<file path="src/rtl/blkmove_pkg.sv">
// Shared types of the block move engine.
package blkmove_pkg;
    // Per-byte sequence: read, hold (latch returned data), write.
    typedef enum logic [1:0] {
        MV_IDLE  = 2'd0,
        MV_READ  = 2'd1,
        MV_HOLD  = 2'd2,
        MV_WRITE = 2'd3
    } mv_state_e;
endpackage

</file>
<file path="src/rtl/blkmove_ctrl.sv">
// Sequencer of the move engine. Walks each byte through read, hold and
// write, and returns to idle after the write made while the count was zero.
// Assumes: cnt_zero_i reflects the count as it stands before the step that
// goes with the current write.
module blkmove_ctrl
    import blkmove_pkg::*;
(
    input  logic      clk,
    input  logic      rst_n,
    input  logic      start_i,
    input  logic      cnt_zero_i,
    output mv_state_e state_o,
    output logic      load_o,
    output logic      step_o,
    output logic      done_o
);
    mv_state_e state_q, state_d;

    // Next-state selection for the per-byte sequence.
    always_comb begin
        state_d = state_q;
        case (state_q)
            MV_IDLE:  if (start_i) state_d = MV_READ;
            MV_READ:  state_d = MV_HOLD;
            MV_HOLD:  state_d = MV_WRITE;
            MV_WRITE: state_d = cnt_zero_i ? MV_IDLE : MV_READ;
            default:  state_d = MV_IDLE;
        endcase
    end

    // State register and the registered completion strobe.
    always_ff @(posedge clk) begin
        if (!rst_n) begin
            state_q <= MV_IDLE;
            done_o  <= 1'b0;
        end else begin
            state_q <= state_d;
            done_o  <= (state_q == MV_WRITE) && cnt_zero_i;
        end
    end

    assign state_o = state_q;
    assign load_o  = (state_q == MV_IDLE) && start_i;
    assign step_o  = (state_q == MV_WRITE);
endmodule

</file>
<file path="src/rtl/blkmove_regs.sv">
// Architectural registers of the move: indices, count, program counter,
// data bank register and the captured source bank and direction.
// Assumes: load_i and step_i are never high together.
module blkmove_regs #(
    parameter int BANK_W  = 8,
    parameter int IDX_W   = 16,
    parameter int PC_W    = 16,
    parameter int PC_STEP = 3
) (
    input  logic              clk,
    input  logic              rst_n,
    input  logic              load_i,
    input  logic              step_i,
    input  logic              desc_i,
    input  logic [BANK_W-1:0] dst_bank_i,
    input  logic [BANK_W-1:0] src_bank_i,
    input  logic [IDX_W-1:0]  x_i,
    input  logic [IDX_W-1:0]  y_i,
    input  logic [IDX_W-1:0]  cnt_i,
    input  logic [PC_W-1:0]   pc_i,
    output logic [IDX_W-1:0]  x_o,
    output logic [IDX_W-1:0]  y_o,
    output logic [IDX_W-1:0]  cnt_o,
    output logic [PC_W-1:0]   pc_o,
    output logic [BANK_W-1:0] dbr_o,
    output logic [BANK_W-1:0] src_bank_o,
    output logic              cnt_zero_o
);
    localparam logic [IDX_W-1:0] IDX_ONE = IDX_W'(1);
    localparam logic [PC_W-1:0]  PC_INC  = PC_W'(PC_STEP);

    logic             desc_q;
    logic [IDX_W-1:0] x_next, y_next;

    // Index stepping; a parameterless choice between adder and subtractor.
    always_comb begin
        x_next = desc_q ? (x_o - IDX_ONE) : (x_o + IDX_ONE);
        y_next = desc_q ? (y_o - IDX_ONE) : (y_o + IDX_ONE);
    end

    // Capture operands at start; step indices, count and PC per byte.
    always_ff @(posedge clk) begin
        if (!rst_n) begin
            x_o        <= '0;
            y_o        <= '0;
            cnt_o      <= '0;
            pc_o       <= '0;
            dbr_o      <= '0;
            src_bank_o <= '0;
            desc_q     <= 1'b0;
        end else if (load_i) begin
            x_o        <= x_i;
            y_o        <= y_i;
            cnt_o      <= cnt_i;
            pc_o       <= pc_i;
            dbr_o      <= dst_bank_i;
            src_bank_o <= src_bank_i;
            desc_q     <= desc_i;
        end else if (step_i) begin
            x_o   <= x_next;
            y_o   <= y_next;
            cnt_o <= cnt_o - IDX_ONE;
            if (cnt_zero_o) pc_o <= pc_o + PC_INC;
        end
    end

    assign cnt_zero_o = (cnt_o == '0);
endmodule

</file>
<file path="src/rtl/blkmove_port.sv">
// Memory-side datapath: forms bank:index addresses for the read and the
// write of each byte and latches the returned byte during the hold cycle.
// Assumes: the memory answers a read one cycle after the read request.
module blkmove_port
    import blkmove_pkg::*;
#(
    parameter int BANK_W = 8,
    parameter int IDX_W  = 16,
    parameter int DATA_W = 8,
    localparam int ADDR_W = BANK_W + IDX_W
) (
    input  logic              clk,
    input  logic              rst_n,
    input  mv_state_e         state_i,
    input  logic [BANK_W-1:0] src_bank_i,
    input  logic [BANK_W-1:0] dst_bank_i,
    input  logic [IDX_W-1:0]  x_i,
    input  logic [IDX_W-1:0]  y_i,
    input  logic [DATA_W-1:0] rdata_i,
    output logic [ADDR_W-1:0] addr_o,
    output logic              valid_o,
    output logic              we_o,
    output logic [DATA_W-1:0] wdata_o
);
    logic [DATA_W-1:0] data_q;

    // Latch the byte the memory returns during the hold cycle.
    always_ff @(posedge clk) begin
        if (!rst_n)                 data_q <= '0;
        else if (state_i == MV_HOLD) data_q <= rdata_i;
    end

    // Drive address and strobes for the read and write cycles.
    always_comb begin
        addr_o  = '0;
        valid_o = 1'b0;
        we_o    = 1'b0;
        case (state_i)
            MV_READ: begin
                addr_o  = {src_bank_i, x_i};
                valid_o = 1'b1;
            end
            MV_WRITE: begin
                addr_o  = {dst_bank_i, y_i};
                valid_o = 1'b1;
                we_o    = 1'b1;
            end
            default: ;
        endcase
    end

    assign wdata_o = data_q;
endmodule

</file>
<file path="src/rtl/blkmove_engine.sv">
// Top of the block move engine. Copies cnt_i+1 bytes from {src_bank_i, X}
// to {dst_bank_i, Y}, stepping both indices up or down, then advances the
// program counter and strobes done_o.
// Assumes: a single-port synchronous memory with one-cycle read latency.
module blkmove_engine #(
    parameter int BANK_W  = 8,
    parameter int IDX_W   = 16,
    parameter int DATA_W  = 8,
    parameter int PC_W    = 16,
    parameter int PC_STEP = 3,
    localparam int ADDR_W = BANK_W + IDX_W
) (
    input  logic              clk,
    input  logic              rst_n,
    input  logic              start_i,
    input  logic              dir_desc_i,
    input  logic [BANK_W-1:0] dst_bank_i,
    input  logic [BANK_W-1:0] src_bank_i,
    input  logic [IDX_W-1:0]  x_i,
    input  logic [IDX_W-1:0]  y_i,
    input  logic [IDX_W-1:0]  cnt_i,
    input  logic [PC_W-1:0]   pc_i,
    output logic [ADDR_W-1:0] mem_addr_o,
    output logic              mem_valid_o,
    output logic              mem_we_o,
    output logic [DATA_W-1:0] mem_wdata_o,
    input  logic [DATA_W-1:0] mem_rdata_i,
    output logic              busy_o,
    output logic              done_o,
    output logic [IDX_W-1:0]  x_o,
    output logic [IDX_W-1:0]  y_o,
    output logic [IDX_W-1:0]  cnt_o,
    output logic [PC_W-1:0]   pc_o,
    output logic [BANK_W-1:0] dbr_o
);
    import blkmove_pkg::*;

    mv_state_e         state;
    logic              load, step, cnt_zero;
    logic [BANK_W-1:0] src_bank;

    blkmove_ctrl u_ctrl (
        .clk        (clk),
        .rst_n      (rst_n),
        .start_i    (start_i),
        .cnt_zero_i (cnt_zero),
        .state_o    (state),
        .load_o     (load),
        .step_o     (step),
        .done_o     (done_o)
    );

    blkmove_regs #(
        .BANK_W  (BANK_W),
        .IDX_W   (IDX_W),
        .PC_W    (PC_W),
        .PC_STEP (PC_STEP)
    ) u_regs (
        .clk        (clk),
        .rst_n      (rst_n),
        .load_i     (load),
        .step_i     (step),
        .desc_i     (dir_desc_i),
        .dst_bank_i (dst_bank_i),
        .src_bank_i (src_bank_i),
        .x_i        (x_i),
        .y_i        (y_i),
        .cnt_i      (cnt_i),
        .pc_i       (pc_i),
        .x_o        (x_o),
        .y_o        (y_o),
        .cnt_o      (cnt_o),
        .pc_o       (pc_o),
        .dbr_o      (dbr_o),
        .src_bank_o (src_bank),
        .cnt_zero_o (cnt_zero)
    );

    blkmove_port #(
        .BANK_W (BANK_W),
        .IDX_W  (IDX_W),
        .DATA_W (DATA_W)
    ) u_port (
        .clk        (clk),
        .rst_n      (rst_n),
        .state_i    (state),
        .src_bank_i (src_bank),
        .dst_bank_i (dbr_o),
        .x_i        (x_o),
        .y_i        (y_o),
        .rdata_i    (mem_rdata_i),
        .addr_o     (mem_addr_o),
        .valid_o    (mem_valid_o),
        .we_o       (mem_we_o),
        .wdata_o    (mem_wdata_o)
    );

    assign busy_o = (state != MV_IDLE);
endmodule

</file>
<file path="config.mk">
export PLATFORM = sky130hd
export DESIGN_NAME = blkmove_engine
export DESIGN_NICKNAME = d
export VERILOG_FILES = /design/src/rtl/blkmove_pkg.sv /design/src/rtl/blkmove_ctrl.sv /design/src/rtl/blkmove_regs.sv /design/src/rtl/blkmove_port.sv /design/src/rtl/blkmove_engine.sv
export SDC_FILE = /design/constraint.sdc
export NUM_CORES = 1
export LEC_CHECK = 0
export ABC_AREA = 1
export BUFFER_PORTS_ARGS = -buffer_cell sky130_fd_sc_hd__buf_4
export CAP_MARGIN = 20
export CORE_MARGIN = 10
export CORE_UTILIZATION = 57
export CTS_CLUSTER_SIZE = 10
export DETAILED_ROUTE_END_ITERATION = 7
export PLACE_DENSITY = 0.87
export SLEW_MARGIN = 15
export SYNTH_ARGS = -nofsm -noshare
export SYNTH_HDL_FRONTEND = slang
export SYNTH_SLANG_ARGS = --single-unit
</file>
<file path="constraint.sdc">
create_clock -name clk -period 7.7 [get_ports clk]
set_clock_uncertainty 0.2 [all_clocks]
set_input_delay 1.925 -clock clk [delete_from_list [all_inputs] [get_ports clk]]
set_output_delay 1.925 -clock clk [all_outputs]
set_load 0.1 [all_outputs]
</file>
==> impl_metrics.toml <==
[placed_design]
portBuffers = 199
globalplace.congestion = 0.918
dp_cells = 1378
hpwl_um = 15800

[worst_setup_path]
critPathMaxStageDelay_ns = 0.77
crit_path_frequent_cell = "inv_1"
endpoint_kind = "output port"
slowest_stage = "ha_1"
path_class = "flop to output port"
arrival_ns = 2.63
path_cells = "inv_1 > ha_1 > inv_1 > o21ai_0 > buf_4"
worst_setup_path_start_kind = "flop"
crit_required_ns = 5.58
cp_max_fo = 21

[yosys]
yosysTopAreaCell = "dfxtp_1"
synth_top_area_frac = 0.279
ys_ff_latch = 92
ys_top_cells_by_area = "dfxtp_1 28%, nand2_1 16%, inv_1 8.2%"
synth_ff_type = "dfxtp_1"
synthArstFlopShare = 0
synth.avg_cell_area_sq_um = 6.15
syn_nets = 1203
yosysWarningCount = 0
ys_types = 40
syn_inst = 1073
synth_area_sq_um = 6600
synth-edff-count = 0
seq_area_frac_synth = 0.279

[pwr]
p_seq_frac = 0.199
power.leakage_nw = 4.45
switching_power_mw = 2.61
p_clk_frac = 0.106
p_int_mw = 1.57
comb_power_share = 0.695
switching_share = 0.625
p_per_area_nw_per_um2 = 497
max-vdd-ir-drop_mv = 0.429

[clocking]
clk_pin_slew_worst_paths_ns = 0.07
h-tree-depth = 3
cts_buffer_depth = 2
numCtsBuffers = 9
clockRootBuffer = "clkbuf_16"
cts_resized = 0
clkLatencyLatePin_ns = 0.35
numClockSinks = 92
cts_hold_buf = 0
postCtsSetupBuffers = 0
tritoncts = "built"

[sta]
fin_crit_ns = 4.75
fin_crit_sh = 0.617
tightest_slew_ns = 1.08
hold_viol = 0
drv_slew = 0
grt_setup_unrepaired = "no"
finalSetupViolCount = 0
fmax_mhz = 210
relSlewSlack = 0.281
tns_ns = 0

[layout]
fin_nets = 1376
diodes = 0
layout_common_cells = "287 x nand2_1, 203 x buf_4, 143 x inv_1, 137 x nor2_1, 92 x dfxtp_1"
layout-drive-gt1-share = 0.198
area_growth_pct = 27.5
layout.cells.non_filler = 1394
layout_commonest_cell = "nand2_1"

[global_routing]
grt-ovfl-total = 0
grt_pass1_wl_um = 34300
grt_max_degree = 59
grt_use_total = 0.252
grt_pass1_vias = 7175
grt_antenna_before_repair = 0

[job]
drv_cap = 0

[floorplan]
rows = 39
dieHeight_um = 128
initial_core_util = 0.580
io_pins = 200
fp.dieArea_sq_um = 16300
die_w_um = 128
core_area_sq_um = 11400

[drt]
postRouteAntennaNets = 0
via_count = 7552
wl_per_cell_um = 15.4
first_pass_iters = 7
drc_errors = 0
dr.first_iter.drc_count = 642
wl_um = 21500
via_per_inst = 5.42

[hold_path]
min_path_type = "flop to flop"

[outcome]
status = "completed"
-- state kept, by name, indices dropped and copies added, names as in the netlist --
signal / flops
u_regs.src_bank_o: 8
u_ctrl.state_o: 2
u_regs.pc_o: 16
u_regs.x_o: 16
u_regs.y_o: 16
u_regs.desc_q: 1
u_ctrl.done_o: 1
u_regs.cnt_o: 16
u_port.wdata_o: 8
u_regs.dbr_o: 8
-- final cells by class --
type	count	area, sq um
inverters	150	563
multi-input cells	790	4010
repair buffers	203	1520
fillers	983	2960
clock inverters	4	32.5
well taps	143	179
clock buffers	12	256
flip-flops and latches	92	1840
-- power by group through the flow --
stage               Sequential, mW  Combinational (mW)  Clock, mW
floorplan                     1.81                1.30          0
global placement             0.832                2.86          0
detailed placement           0.834                2.89          0
CTS                          0.826                2.90      0.441
global route                 0.852                3.12      0.458
finish                       0.831                2.91      0.442
-- layer usage --
| layer | up-vias | wire (um) | GRT usage |
|---|---|---|---|
| li1 | 3795 | - | - |
| met1 | 3414 | 8530 | 0.295 |
| met2 | 312 | 10400 | 0.428 |
| met3 | 31 | 2150 | 0.0720 |
| met4 | 0 | 447 | 0.0911 |
| met5 | - | 0 | 0 |
-- synth_stat cells (7+ instances only) --
library cell,number
inv_1,144
nand4_1,8
nor2_1,137
nor2_2,10
a31oi_1,8
o21ai_0,69
dfxtp_1,92
nor3_1,11
buf_2,12
clkbuf_1,21
a22o_1,20
a21oi_1,65
nand3_1,70
nand2_1,288
xnor2_1,7
o211ai_1,10
ha_1,36
-- logic make-up after synthesis --
kind of cell,after synthesis,synth area share
AO/OA/AOI/OAI,196,0.173
XOR/XNOR,12,0.0159
adder cells (fa/ha/maj),38,0.0744
buffers and inverters,191,0.114
flip-flops,92,0.279
AND/OR/NAND/NOR,544,0.343
-- worst max-delay path: cells and delay by family (launching register included) --
kind | cells | cell delay [ns]
fa+ha+maj | 1 | 0.77
flops | 1 | 0.32
compound gates | 1 | 0.34
buf+inv | 3 | 0.83
-- final timing paths --
path	from	slack, ns	to	cells after the start
worst max-delay path	u_ctrl.state_o[1]	2.95	mem_addr_o[0]	5
worst min-delay path	u_regs.src_bank_o[4]	0.26	u_regs.src_bank_o[4]	2
worst max register to register	u_ctrl.state_o[0]	3.97	u_regs.cnt_o[7]	8
worst min register to register	u_regs.src_bank_o[4]	0.26	u_regs.src_bank_o[4]	2
-- stage by stage --
step	utilization	setup slack, ns	hold slack [ns]	total power, mW	instance area (sq um)
2_1_floorplan	-	2.29	0.230	3.11	6600
3_3_place_gp	0.714	3.05	0.241	3.69	8120
3_5_place_dp	0.714	3.01	0.248	3.72	8120
4_1_cts	0.739	2.97	0.257	4.17	8410
5_1_grt	0.739	2.76	0.276	4.43	8410
6_report	0.739	2.95	0.262	4.18	8410
(Power assumes the default switching activity.)
